[src/rtl/pm_cfg_pkg.sv]
package pm_cfg_pkg;
  localparam int unsigned CFG_IW   = 6;
  localparam int unsigned EVT_W    = 16;

  localparam logic [CFG_IW-1:0] IDX_INTPIN = 6'h0F;
  localparam logic [CFG_IW-1:0] IDX_PMEN   = 6'h10;
  localparam logic [CFG_IW-1:0] IDX_PMBASE = 6'h12;
  localparam logic [CFG_IW-1:0] IDX_SMBASE = 6'h24;
  localparam logic [CFG_IW-1:0] IDX_SMEN   = 6'h34;

  localparam int unsigned PM_ALIGN  = 7;
  localparam int unsigned SMB_ALIGN = 4;
  localparam int unsigned PM_EN_W   = 8;
  localparam int unsigned SMB_EN_W  = 4;
  localparam int unsigned PM_EN_BIT = 7;
  localparam int unsigned SMB_EN_BIT = 0;

  localparam int unsigned TMR_BIT = 0;
  localparam logic [EVT_W-1:0] SCI_MASK = 16'h0521;
endpackage

[src/rtl/pm_base_win.sv]
module pm_base_win #(
  parameter int unsigned ALIGN  = 7,
  parameter int unsigned EN_W   = 8,
  parameter int unsigned EN_BIT = 7,
  localparam int unsigned AW    = 16
) (
  input  logic            clk_i,
  input  logic            rst_ni,
  input  logic            base_wr_i,
  input  logic [1:0]      base_be_i,
  input  logic [AW-1:0]   base_wdata_i,
  input  logic            en_wr_i,
  input  logic [EN_W-1:0] en_wdata_i,
  output logic [AW-1:0]   base_rd_o,
  output logic [EN_W-1:0] en_rd_o,
  output logic [AW-1:0]   win_base_o,
  output logic            win_en_o
);
  localparam int unsigned KW = AW - ALIGN;

  logic [KW-1:0]   base_q;
  logic [EN_W-1:0] en_q;
  logic [AW-1:0]   win_base_q;
  logic            win_en_q;
  logic [AW-1:0]   merged;
  logic [AW-1:0]   base_full;

  assign base_full = {base_q, {ALIGN{1'b0}}};

  for (genvar b = 0; b < 2; b++) begin : g_lane
    assign merged[b*8 +: 8] = base_be_i[b] ? base_wdata_i[b*8 +: 8] : base_full[b*8 +: 8];
  end

  logic unused_low_bits;
  assign unused_low_bits = ^merged[ALIGN-1:0];

  always_ff @(posedge clk_i or negedge rst_ni) begin
    if (!rst_ni) begin
      base_q     <= '0;
      en_q       <= '0;
      win_base_q <= '0;
      win_en_q   <= 1'b0;
    end else begin
      if (base_wr_i) base_q <= merged[AW-1:ALIGN];
      if (en_wr_i) begin
        en_q       <= en_wdata_i;
        // window follows the enable-byte write only
        win_en_q   <= en_wdata_i[EN_BIT];
        win_base_q <= base_full;
      end
    end
  end

  assign base_rd_o  = base_full | {{(AW-1){1'b0}}, 1'b1};
  assign en_rd_o    = en_q;
  assign win_base_o = win_base_q;
  assign win_en_o   = win_en_q;

  // window outputs move only on an enable-byte write
  assert_win_hold_R3: assert property (@(posedge clk_i) disable iff (!rst_ni)
    !en_wr_i |=> ($stable(win_en_q) && $stable(win_base_q)));
  assert_win_follow_R4: assert property (@(posedge clk_i) disable iff (!rst_ni)
    en_wr_i |=> (win_en_q == en_q[EN_BIT]));
  // base readback has no bits below the alignment except bit 0
  assert_base_align_R1: assert property (@(posedge clk_i) disable iff (!rst_ni)
    base_wr_i |=> (base_rd_o[ALIGN-1:0] == {{(ALIGN-1){1'b0}}, 1'b1}));
endmodule

[src/rtl/pm1_event_regs.sv]
module pm1_event_regs
  import pm_cfg_pkg::*;
#(
  parameter int unsigned W = EVT_W,
  parameter logic [W-1:0] MASK = SCI_MASK,
  parameter int unsigned TBIT = TMR_BIT
) (
  input  logic         clk_i,
  input  logic         rst_ni,
  input  logic         wr_sts_i,
  input  logic         wr_en_i,
  input  logic [W-1:0] wdata_i,
  input  logic [W-1:0] evt_i,
  input  logic         pin_nz_i,
  output logic [W-1:0] sts_o,
  output logic [W-1:0] en_o,
  output logic         sci_o,
  output logic         tmr_run_o
);
  logic [W-1:0] sts_q, en_q, clr;

  assign clr = wr_sts_i ? wdata_i : '0;

  always_ff @(posedge clk_i or negedge rst_ni) begin
    if (!rst_ni) begin
      sts_q <= '0;
      en_q  <= '0;
    end else begin
      sts_q <= (sts_q & ~clr) | evt_i;
      if (wr_en_i) en_q <= wdata_i;
    end
  end

  assign sts_o     = sts_q;
  assign en_o      = en_q;
  assign sci_o     = pin_nz_i && ((sts_q & en_q & MASK) != '0);
  assign tmr_run_o = en_q[TBIT] && !sts_q[TBIT];

  assert_evt_wins_R6: assert property (@(posedge clk_i) disable iff (!rst_ni)
    (evt_i != '0) |=> ((sts_q & $past(evt_i)) == $past(evt_i)));
  assert_w1c_R6: assert property (@(posedge clk_i) disable iff (!rst_ni)
    (wr_sts_i && evt_i == '0) |=> (sts_q == ($past(sts_q) & ~$past(wdata_i))));
  assert_en_hold_R7: assert property (@(posedge clk_i) disable iff (!rst_ni)
    !wr_en_i |=> $stable(en_q));
  assert_sci_gate_R8: assert property (@(posedge clk_i) disable iff (!rst_ni)
    !pin_nz_i |-> !sci_o);
  assert_tmr_pend_R9: assert property (@(posedge clk_i) disable iff (!rst_ni)
    $rose(sts_q[TBIT]) |-> !tmr_run_o);
endmodule

[src/rtl/pm_cfg_sci_top.sv]
module pm_cfg_sci_top
  import pm_cfg_pkg::*;
#(
  parameter logic [7:0] INT_PIN_RST = 8'h01
) (
  input  logic              clk_i,
  input  logic              rst_ni,
  input  logic              cfg_wr_i,
  input  logic [CFG_IW-1:0] cfg_idx_i,
  input  logic [3:0]        cfg_be_i,
  input  logic [31:0]       cfg_wdata_i,
  output logic [31:0]       cfg_rdata_o,
  input  logic              pm1_wr_i,
  input  logic              pm1_sel_i,
  input  logic [EVT_W-1:0]  pm1_wdata_i,
  input  logic [EVT_W-1:0]  evt_i,
  output logic [EVT_W-1:0]  pm1_sts_o,
  output logic [EVT_W-1:0]  pm1_en_o,
  output logic [15:0]       pm_win_base_o,
  output logic              pm_win_en_o,
  output logic [15:0]       smb_win_base_o,
  output logic              smb_win_en_o,
  output logic              sci_o,
  output logic              tmr_run_o
);
  logic pm_base_wr, pm_en_wr, smb_base_wr, smb_en_wr, pin_wr;
  logic [15:0] pm_base_rd, smb_base_rd;
  logic [PM_EN_W-1:0]  pm_en_rd;
  logic [SMB_EN_W-1:0] smb_en_rd;
  logic [7:0] pin_q;

  assign pm_base_wr  = cfg_wr_i && cfg_idx_i == IDX_PMBASE && (cfg_be_i[1:0] != 2'b00);
  assign smb_base_wr = cfg_wr_i && cfg_idx_i == IDX_SMBASE && (cfg_be_i[1:0] != 2'b00);
  assign pm_en_wr    = cfg_wr_i && cfg_idx_i == IDX_PMEN   && cfg_be_i[1];
  assign smb_en_wr   = cfg_wr_i && cfg_idx_i == IDX_SMEN   && cfg_be_i[2];
  assign pin_wr      = cfg_wr_i && cfg_idx_i == IDX_INTPIN && cfg_be_i[1];

  logic unused_lane3;
  assign unused_lane3 = ^{cfg_wdata_i[31:24], cfg_be_i[3]};

  always_ff @(posedge clk_i or negedge rst_ni) begin
    if (!rst_ni) pin_q <= INT_PIN_RST;
    else if (pin_wr) pin_q <= cfg_wdata_i[15:8];
  end

  pm_base_win #(.ALIGN(PM_ALIGN), .EN_W(PM_EN_W), .EN_BIT(PM_EN_BIT)) u_pm_win (
    .clk_i, .rst_ni,
    .base_wr_i(pm_base_wr), .base_be_i(cfg_be_i[1:0]), .base_wdata_i(cfg_wdata_i[15:0]),
    .en_wr_i(pm_en_wr), .en_wdata_i(cfg_wdata_i[15:8]),
    .base_rd_o(pm_base_rd), .en_rd_o(pm_en_rd),
    .win_base_o(pm_win_base_o), .win_en_o(pm_win_en_o)
  );

  pm_base_win #(.ALIGN(SMB_ALIGN), .EN_W(SMB_EN_W), .EN_BIT(SMB_EN_BIT)) u_smb_win (
    .clk_i, .rst_ni,
    .base_wr_i(smb_base_wr), .base_be_i(cfg_be_i[1:0]), .base_wdata_i(cfg_wdata_i[15:0]),
    .en_wr_i(smb_en_wr), .en_wdata_i(cfg_wdata_i[19:16]),
    .base_rd_o(smb_base_rd), .en_rd_o(smb_en_rd),
    .win_base_o(smb_win_base_o), .win_en_o(smb_win_en_o)
  );

  logic unused_hi_nibble;
  assign unused_hi_nibble = ^cfg_wdata_i[23:20];

  pm1_event_regs u_evt (
    .clk_i, .rst_ni,
    .wr_sts_i(pm1_wr_i && !pm1_sel_i),
    .wr_en_i(pm1_wr_i && pm1_sel_i),
    .wdata_i(pm1_wdata_i),
    .evt_i,
    .pin_nz_i(pin_q != 8'h00),
    .sts_o(pm1_sts_o), .en_o(pm1_en_o),
    .sci_o, .tmr_run_o
  );

  always_comb begin
    unique case (cfg_idx_i)
      IDX_INTPIN: cfg_rdata_o = {16'h0, pin_q, 8'h0};
      IDX_PMEN:   cfg_rdata_o = {16'h0, pm_en_rd, 8'h0};
      IDX_PMBASE: cfg_rdata_o = {16'h0, pm_base_rd};
      IDX_SMBASE: cfg_rdata_o = {16'h0, smb_base_rd};
      IDX_SMEN:   cfg_rdata_o = {12'h0, smb_en_rd, 16'h0};
      default:    cfg_rdata_o = 32'h0;
    endcase
  end

  // writes to other indices leave both base readbacks unchanged
  assert_other_idx_R10: assert property (@(posedge clk_i) disable iff (!rst_ni)
    (!pm_base_wr && !smb_base_wr) |=> ($stable(pm_base_rd) && $stable(smb_base_rd)));
endmodule

[config.mk]
export PLATFORM = sky130hd
export DESIGN_NAME = pm_cfg_sci_top
export DESIGN_NICKNAME = d
export VERILOG_FILES = /design/src/rtl/pm_cfg_pkg.sv /design/src/rtl/pm_base_win.sv /design/src/rtl/pm1_event_regs.sv /design/src/rtl/pm_cfg_sci_top.sv
export SDC_FILE = /design/constraint.sdc
export NUM_CORES = 1
export LEC_CHECK = 0
export BUFFER_PORTS_ARGS = -buffer_cell sky130_fd_sc_hd__buf_2
export CAP_MARGIN = 5
export CORE_ASPECT_RATIO = 1.1
export CORE_MARGIN = 3
export CORE_UTILIZATION = 43
export CTS_CLUSTER_DIAMETER = 200
export DETAILED_ROUTE_END_ITERATION = 8
export GPL_TIMING_DRIVEN = 0
export PLACE_DENSITY = 0.8
export SYNTH_ARGS = -nofsm -noshare
export SYNTH_HDL_FRONTEND = slang
export SYNTH_SLANG_ARGS = --single-unit
[constraint.sdc]
create_clock -name clk_i -period 1 [get_ports clk_i]
set_input_delay 0.05 -clock clk_i [delete_from_list [all_inputs] [get_ports clk_i]]
set_output_delay 0.05 -clock clk_i [all_outputs]
set_load 0.01 [all_outputs]
======== After elaboration in Yosys (flattened, before gate mapping) ========
Index checks and enable logic that the tools add are counted.
operators by class
  equal/unequal tests ..................... 5
  mux-type cells .......................... 2
  bitwise logic cells ..................... 4
  reductions and logical operators ........ 23
operators by type and width
  operator                                              number
  case mux 20 bit (5 select lines)                      1
  AND 16 bit                                            1
  two-way mux 16 bit                                    1
  NOT 16 bit                                            1
  OR 16 bit                                             1
  nonzero test 16 bit                                   1
  logical AND 1 bit                                     14
  equality test 6 x 5 -> 1 bit (second input constant)  2
  equality test 6 bit (second input constant)           2
  AND 11 bit                                            1
  AND reduction 2 bit                                   4
  nonzero test 8 bit                                    1
  equality test 6 x 4 -> 1 bit (second input constant)  1
  logical NOT 1 bit                                     2
  nonzero test 2 bit                                    1
storage, ports and cells
  register bits ........................... 96
  output and inout bits ................... 100
  logic and storage cells ................. 47

======== Logic depth before layout (Yosys ltp) ========
Gate-level depths: netlist (run 1).
  depth in word-level cells ............... 6
  mapped depth ............................ 5

======== Cells and area by module ========
From an unflattened synthesis (run 1), not the netlist that was laid out.
unflattened totals
  cells, all modules ...................... 315
  area, all modules ....................... 4441.8 µm²
by module, submodules not included
  module                    instances  cells each  area an instance (µm²)  sequential area each (µm²)
  pm1_event_regs            1          88          1271.2                  800.8
  pm_base_win at u_smb_win  1          71          1169.9                  700.7
  pm_base_win at u_pm_win   1          73          1142.3                  650.6
  pm_cfg_sci_top            1          83          858.3                   201.4

======== Worst setup path after synthesis (run 1) ========
OpenSTA, ideal clock, no wires.
  path kind ............................... input -> register
  from .................................... input cfg_idx_i[3]
  to ...................................... register u_pm_win.en_q[0], in the netlist u_pm_win.en_rd_o[0]
  arrival ................................. 1.656 ns
  data required time ...................... 0.875 ns
  setup slack ............................. -0.781 ns
  stages on the path ...................... 5
  cell sequence ........................... or4b_4 > or4_1 > buf_4 > buf_6 > mux2_4
between the ends
  longest elaborated chain between the ends .. 3
ends and longest elaborated chain
  item                            RTL line              RTL
  start: declaration              pm_cfg_sci_top.sv:9   input logic [CFG_IW-1:0] cfg_idx_i,
  equality test 6 x 5 -> 1 bit    pm_cfg_sci_top.sv:34  assign pm_en_wr = cfg_wr_i && cfg_idx_i == IDX_PMEN && cfg_be_i[1];
  logical AND 1 bit (2 in a row)  pm_cfg_sci_top.sv:34
  end signal: assignment          pm_base_win.sv:46     en_q <= en_wdata_i;
  end: declaration                pm_base_win.sv:22     logic [EN_W-1:0] en_q;
No other way between the ends.
A chain may end at the register's enable or synchronous reset.

======== Final worst setup path (run 1) ========
  from .................................... register u_pm_win.base_q[1]
  to ...................................... output cfg_rdata_o[8]
between the ends
  longest elaborated chain between the ends .. 1
ends and longest elaborated chain
  item                              RTL line              RTL
  start: declaration                pm_base_win.sv:21     logic [KW-1:0] base_q;
  start signal: assignment          pm_base_win.sv:44     if (base_wr_i) base_q <= merged[AW-1:ALIGN];
  case mux 20 bit (5 select lines)  pm_cfg_sci_top.sv:77  unique case (cfg_idx_i)
  end: declaration                  pm_cfg_sci_top.sv:12  output logic [31:0] cfg_rdata_o,
No other way between the ends.

==> flow_summary.json, run 1 <==
{
  "critPathMaxFanout": 3,
  "holdCritPathClass": "input pin to async pin",
  "switching_share_pct": 25.9,
  "grt_pass1_wl_um": 18800,
  "hold_slack_ps": 119,
  "grt_util_all_layers_pct": 22.1,
  "ys_ff_latch": 94,
  "synth_edf_count": 0,
  "critPathKind": "register to output pin",
  "max-cap-violations": 0,
  "critical-path-top-delay-family": "flip-flops",
  "powerDensity_nw_per_um2": 1300,
  "cts_buffers": 9,
  "cp_cell_sequence": "mux2i_1, nor3_2, a221o_1, buf_2",
  "cts_max_level": 3,
  "dpl.cell_count": 589,
  "ys_async_sr_fraction_pct": 100,
  "synth_seq_area_share_pct": 56.3,
  "grt_overflow": 0,
  "dr.pass1.iters": 4,
  "critical_path_arrival_ps": 1470,
  "vias_per_cell": 5.03,
  "crit_path_start_kind": "register",
  "wl_per_cell_um": 18.1,
  "clock-root-buffer": "clkbuf_8",
  "skew_ps": 8.88,
  "die_w_um": 100,
  "synthFlopType": "dfrtp_1",
  "timing.final.ws_setup_ps": -523,
  "internal_power_mw": 6.27,
  "area_growth_pct": 55.5,
  "start_util_pct": 44.5,
  "ff2ff_setup_slack_ps": -30,
  "io_buffers": 135,
  "cpMaxStageDelayCell": "dfrtp_1",
  "gp_congestion": 0.813,
  "cts.path.max_buffers": 2,
  "routed_wl_um": 12300,
  "timing.final.crit_period_ps": 1520,
  "ant_nets": 0,
  "rsz0062_at_grt": "yes",
  "reg2reg_from": "u_pm_win.base_q[2]",
  "clk_pin_slew_ps": 100,
  "endpoint_kind": "output pin",
  "vdd_drop_max_mv": 0.841,
  "boundaryPins": 179,
  "yosys_warnings": 0,
  "synthTopCellsByArea": "dfrtp_1, mux2_2, buf_4, mux2_4, a21o_1",
  "finalMaxSlewViolations": 0,
  "p_comb_share_pct": 18.5,
  "netlist_instances": 311,
  "grt_start_max_net_pins": 75,
  "fp.dieArea_um2": 10900,
  "core_area_um2": 9400,
  "final_nets": 640,
  "diodes": 0,
  "power.switching_mw": 2.19,
  "grt_antenna_before_repair": 0,
  "synth_top_area_share_pct": 55.6,
  "setup_violations": 56,
  "die_h_um": 109,
  "violations": "setup timing",
  "syn_area_um2": 4180,
  "rr_endpoint": "u_pm_win.base_q[2]",
  "finalInstanceArea_um2": 6500,
  "fin_crit_sh_pct": 152,
  "yosysTopAreaCell": "dfrtp_1",
  "cp.required_ps": 950,
  "postSynthAreaPerCell_um2": 13.4,
  "power.share.clock_pct": 31.0,
  "cts_tree": "done",
  "num_vias": 3433,
  "first_iter_violations": 115,
  "cp.depth": 4,
  "place_area_um2": 5220,
  "ff2ff_path_depth": 3,
  "hpwl_um": 7480,
  "num_rows": 37,
  "outcome": "complete, but fails checks",
  "clock.fmax_mhz": 656,
  "clk_latency_ps": 350,
  "fin_cells": 682,
  "clkSinkCount": 94,
  "ys_types": 36,
  "p_leak_nw": 3.38,
  "layout-drive-gt1-share_pct": 56.3,
  "drc": 0,
  "cp.buffers_inverters": 1,
  "hold_viol": 0,
  "grt_pass1_vias": 3824,
  "slowest_delay_ps": 400,
  "p_seq_share_pct": 50.5
}
-- flip-flops by register name, indices dropped and copies added (netlist names) --
name,count
u_smb_win.base_q,12
u_smb_win.en_rd_o,4
u_pm_win.win_base_o,9
pin_q,8
u_evt.sts_o,16
u_pm_win.win_en_o,1
u_evt.en_o,16
u_pm_win.base_q,9
u_smb_win.win_base_o,12
u_pm_win.en_rd_o,7
-- kinds of logic (layout without fill, tap and decap cells) --
group | after synthesis | count (layout) | synth area share (%)
buffers and inverters | 41 | 270 | 6.28
other | 1 | 26 | 0.0897
flip-flops | 94 | 94 | 56.3
AND/OR/NAND/NOR | 61 | 61 | 8.11
AO/OA/AOI/OAI | 28 | 28 | 5.44
multiplexers | 86 | 86 | 23.8
-- power groups by stage --
| stage | registers (mW) | logic, mW | clock network, mW |
|---|---|---|---|
| finish | 4.27 | 1.56 | 2.62 |
| global route | 4.30 | 1.69 | 2.85 |
| global placement | 4.31 | 1.09 | 0 |
| floorplan | 4.36 | 0.553 | 0 |
| CTS | 4.25 | 1.46 | 2.69 |
| detailed placement | 4.33 | 1.14 | 0 |
-- timing repair --
item / 4_1_cts / 5_1_grt
pin swaps: 17 / 5
hold buffers: 49 / 0
endpoints found under the setup margin: 79 / 61
hold endpoints to repair: 163 / 0
buffers inserted: 20 / 10
gates cloned: 2 / 0
resized for setup: 59 / 25
-- metrics by stage --
step	setup TNS [ps]	setup slack, ps	util (%)	total power, mW
after floorplan	-22590	-770	-	4.92
after global placement	-138120	-959	55.2	5.40
after detailed placement	-51480	-958	55.5	5.47
after CTS	-15320	-531	67.5	8.41
after global routing	-17950	-582	69.2	8.84
final	-16800	-523	69.2	8.46
-- layout by cell type (no fill, tap or decap), types with 6 or more instances in the layout --
master	count
dfrtp_1	93
conb_1	26
nand2_1	18
mux2_2	57
a21o_1	16
buf_6	26
dlygate4sd3_1	49
nor3_2	6
mux2i_1	8
buf_4	45
buf_2	114
mux2_4	21
buf_8	7
clkbuf_8	12
-- synthesized netlist by cell type (all sizes together) (2+ instances only) --
library cell   n
nor2b          3
buf           29
nand2         18
and2           6
mux2          78
nor2           6
mux2i          8
nand4          2
or4            2
clkbuf         8
inv            4
a221o          5
dfrtp         93
nor3b          2
a22o           2
a211o          3
nor3           9
nor4           2
and3           3
a21o          16
-- worst max path at each step --
stage / from / to / slack [ps]
4_1_cts: u_pm_win.base_q[1] / cfg_rdata_o[8] / -530
2_1_floorplan: cfg_idx_i[3] / u_pm_win.en_rd_o[0] / -770
3_3_place_gp: rst_ni / u_evt.en_o[3] / -960
5_1_grt: u_pm_win.base_q[1] / cfg_rdata_o[8] / -580
3_5_place_dp: cfg_idx_i[3] / u_pm_win.en_rd_o[2] / -960
6_report: u_pm_win.base_q[1] / cfg_rdata_o[8] / -520
-- layout make-up --
| type | count | area [µm²] |
|---|---|---|
| buffer | 36 | 338 |
| clock buffer | 11 | 151 |
| clock inverter | 4 | 55.1 |
| fill | 625 | 2890 |
| inverter | 4 | 15.0 |
| multi-input combinational | 201 | 1810 |
| sequential | 94 | 2350 |
| tap | 117 | 146 |
| timing repair buffer | 215 | 1630 |
-- routing by layer --
metal  track usage, %  up-vias  share of wire [%]
li1                 -     1553                  -
met1             24.5     1699                 38
met2             39.7      160                 51
met3             6.60       21                9.0
met4             8.95        0                1.9
met5                0        -                  0
No activity file was read; power rests on OpenSTA's default activity.
==> inputs of run 2 (changes only) <==
Settings changed: ABC_AREA set to 1, CORE_UTILIZATION 43 to 44, PLACE_DENSITY 0.8 to 0.81.
==> run 2 against run 1 <==
The flow still finishes with violations (setup timing). First-iteration DRC count up 110%. Global-route usage up 1.2 points. Die area up 3.3%. Fmax up 14%. Clock power down 3%. Hold slack worse by 48 ps. Count of clock-buffer cells in the layout down 2. Sequential power about the same.
==> flow_summary.json, run 2 <==
{
  "outcome": "complete, but fails checks",
  "violations": "setup timing",
  "hold_depth": 4,
  "grt.met2_usage_pct": 39.4,
  "hold_slack_ps": 71.5,
  "holdPathEnd": "u_pm_win.base_q[0]",
  "synthFlopType": "dfrtp_1",
  "grt_util_met3_pct": 7.87,
  "final_cell_mix": "nand2_1, buf_2, dfrtp_1",
  "grt_pass1_wl_um": 21100,
  "clk_pin_slew_ps": 90,
  "p_seq_share_pct": 50.9,
  "syn_area_um2": 4430,
  "finalInstanceArea_um2": 6490,
  "start_util_pct": 46.2,
  "fin_crit_sh_pct": 134,
  "ys_types": 22,
  "yosys_warnings": 0,
  "drc": 0,
  "p_leak_nw": 3.58,
  "fin_cells": 935,
  "clock-root-buffer": "clkbuf_8",
  "synth_edf_count": 0,
  "place_area_um2": 5380,
  "ys_ff_latch": 94,
  "hold_path.startpoint": "cfg_be_i[0]",
  "critPathMaxFanout": 3,
  "cts_max_level": 3,
  "grt_overflow": 0,
  "clock.fmax_mhz": 748,
  "diodes": 0,
  "powerDensity_nw_per_um2": 1290,
  "num_rows": 37,
  "clkSinkCount": 94,
  "cp.required_ps": 950,
  "endpoint_kind": "output pin",
  "cp_cell_sequence": "inv_2, nand4_1, nor2_2, nor2_1, buf_2",
  "fp.dieArea_um2": 11300,
  "total_power_mw": 8.38,
  "boundaryPins": 179,
  "final_nets": 892,
  "rr_endpoint": "u_smb_win.win_base_o[4]",
  "layout-drive-gt1-share_pct": 34.0,
  "timing.final.crit_period_ps": 1340,
  "num_vias": 4432,
  "dr.pass1.iters": 5,
  "grt_util_all_layers_pct": 23.3,
  "core_area_um2": 9580,
  "dp_slack_ps": -382,
  "yosysTopAreaCell": "dfrtp_1",
  "vias_per_cell": 4.74,
  "grt_pass1_vias": 4495,
  "rsz0062_at_grt": "yes",
  "power.switching_mw": 2.37,
  "synth_top_area_share_pct": 52.5,
  "vdd_drop_max_mv": 0.738,
  "die_h_um": 111,
  "io_buffers": 135,
  "cts_tree": "done",
  "postSynthAreaPerCell_um2": 8.00,
  "synth_seq_area_share_pct": 53.1,
  "dpl.cell_count": 832,
  "critPathKind": "register to output pin",
  "wl_per_cell_um": 14.1,
  "crit_path_start_kind": "register",
  "hpwl_um": 8500,
  "timing.final.ws_setup_ps": -337,
  "die_w_um": 102,
  "critical_path_arrival_ps": 1290,
  "busiest_layer": "met2",
  "netlist_instances": 554,
  "layout_commonest_cell": "nand2_1",
  "cpMaxStageDelayCell": "dfrtp_1",
  "cts.path.max_buffers": 2,
  "switching_share_pct": 28.3,
  "synthTopCellsByArea": "dfrtp_1, nand2_1, inv_1, o21ai_0, nor2_1",
  "holdCritPathClass": "input pin to register",
  "skew_ps": 5.89,
  "power.share.clock_pct": 30.2,
  "ys_async_sr_fraction_pct": 100,
  "yosys.cell_count.top_type": "nand2_1",
  "routed_wl_um": 13200,
  "slowest_delay_ps": 390,
  "setup-tns-final_ps": -2850,
  "p_comb_share_pct": 18.9,
  "reg2reg_from": "u_smb_win.base_q[0]",
  "hold_viol": 0,
  "cts_buffers": 9,
  "finalMaxSlewViolations": 0,
  "ff2ff_setup_slack_ps": 30,
  "gp_congestion": 0.919,
  "grt_start_max_net_pins": 76,
  "fillers": 724,
  "grt_antenna_before_repair": 0,
  "final_util_pct": 67.7,
  "first_iter_violations": 247,
  "setup_violations": 20,
  "clk_latency_ps": 360,
  "max-cap-violations": 0,
  "synthTopCellsByCount": "nand2_1, inv_1, dfrtp_1",
  "area_growth_pct": 46.6,
  "grt_util_met1_pct": 27.1,
  "internal_power_mw": 6.01,
  "ant_nets": 0,
  "ff2ff_path_depth": 5
}
==> run 2: layout make-up <==
class                      instances  area (µm²)  share of cell area [%]
timing repair buffer             223        1550                    23.9
sequential                        94        2350                    36.3
inverter                         102         383                    5.90
clock inverter                     7        71.3                    1.10
tap                              117         146                    2.26
clock buffer                       9         124                    1.91
buffer                            41         289                    4.45
multi-input combinational        342        1570                    24.2
==> run 2: cell families (layout without fill, tap and decap cells) <==
family / count (synthesis) / after routing / share of synthesized area, %
DFF: 94 / 94 / 53.1
buffers and inverters: 143 / 382 / 15.0
other: 1 / 26 / 0.0847
AOI/OAI and AO/OA: 88 / 88 / 10.6
and+or+nand+nor: 228 / 228 / 21.2
==> run 2: worst max path at each step <==
stage	start	endpoint	slack, ps	depth (start not counted)
detailed placement	cfg_idx_i[1]	cfg_rdata_o[12]	-380	8
floorplan	cfg_idx_i[3]	u_smb_win.base_q[10]	60	7
global route	pin_q[4]	sci_o	-420	5
global placement	rst_ni	u_evt.sts_o[9]	-930	1
finish	pin_q[2]	sci_o	-340	5
CTS	pin_q[4]	sci_o	-340	5
==> run 2: repair_timing <==
item / 4_1_cts / 5_1_grt
endpoints found under the hold margin: 166 / 0
gates resized for setup: 21 / 35
pin swaps: 28 / 21
hold buffers: 49 / 0
buffers inserted: 17 / 22
endpoints found under the setup margin: 20 / 37
==> run 2: power by group through the flow <==
stage	logic, mW	registers (mW)	clock network, mW
floorplan	0.554	4.35	0
global placement	1.07	4.30	0
detailed placement	1.13	4.31	0
CTS	1.39	4.24	2.59
global route	1.75	4.29	2.77
finish	1.58	4.26	2.53
==> run 2: critical path: cells and delay by family, from the launching register on <==
family | cells | cell delay, ps
buffers and inverters | 2 | 220
flip-flops | 1 | 390
AND/OR/NAND/NOR | 3 | 320
==> run 2: per-layer routing <==
layer  up-vias  part of all wire [%]  routed length, µm
li1       2136                     -                  -
met4         0                   2.2                290
met1      2067                    38               5060
met5         -                     0                  0
met2       205                    50               6540
met3        24                    10               1320
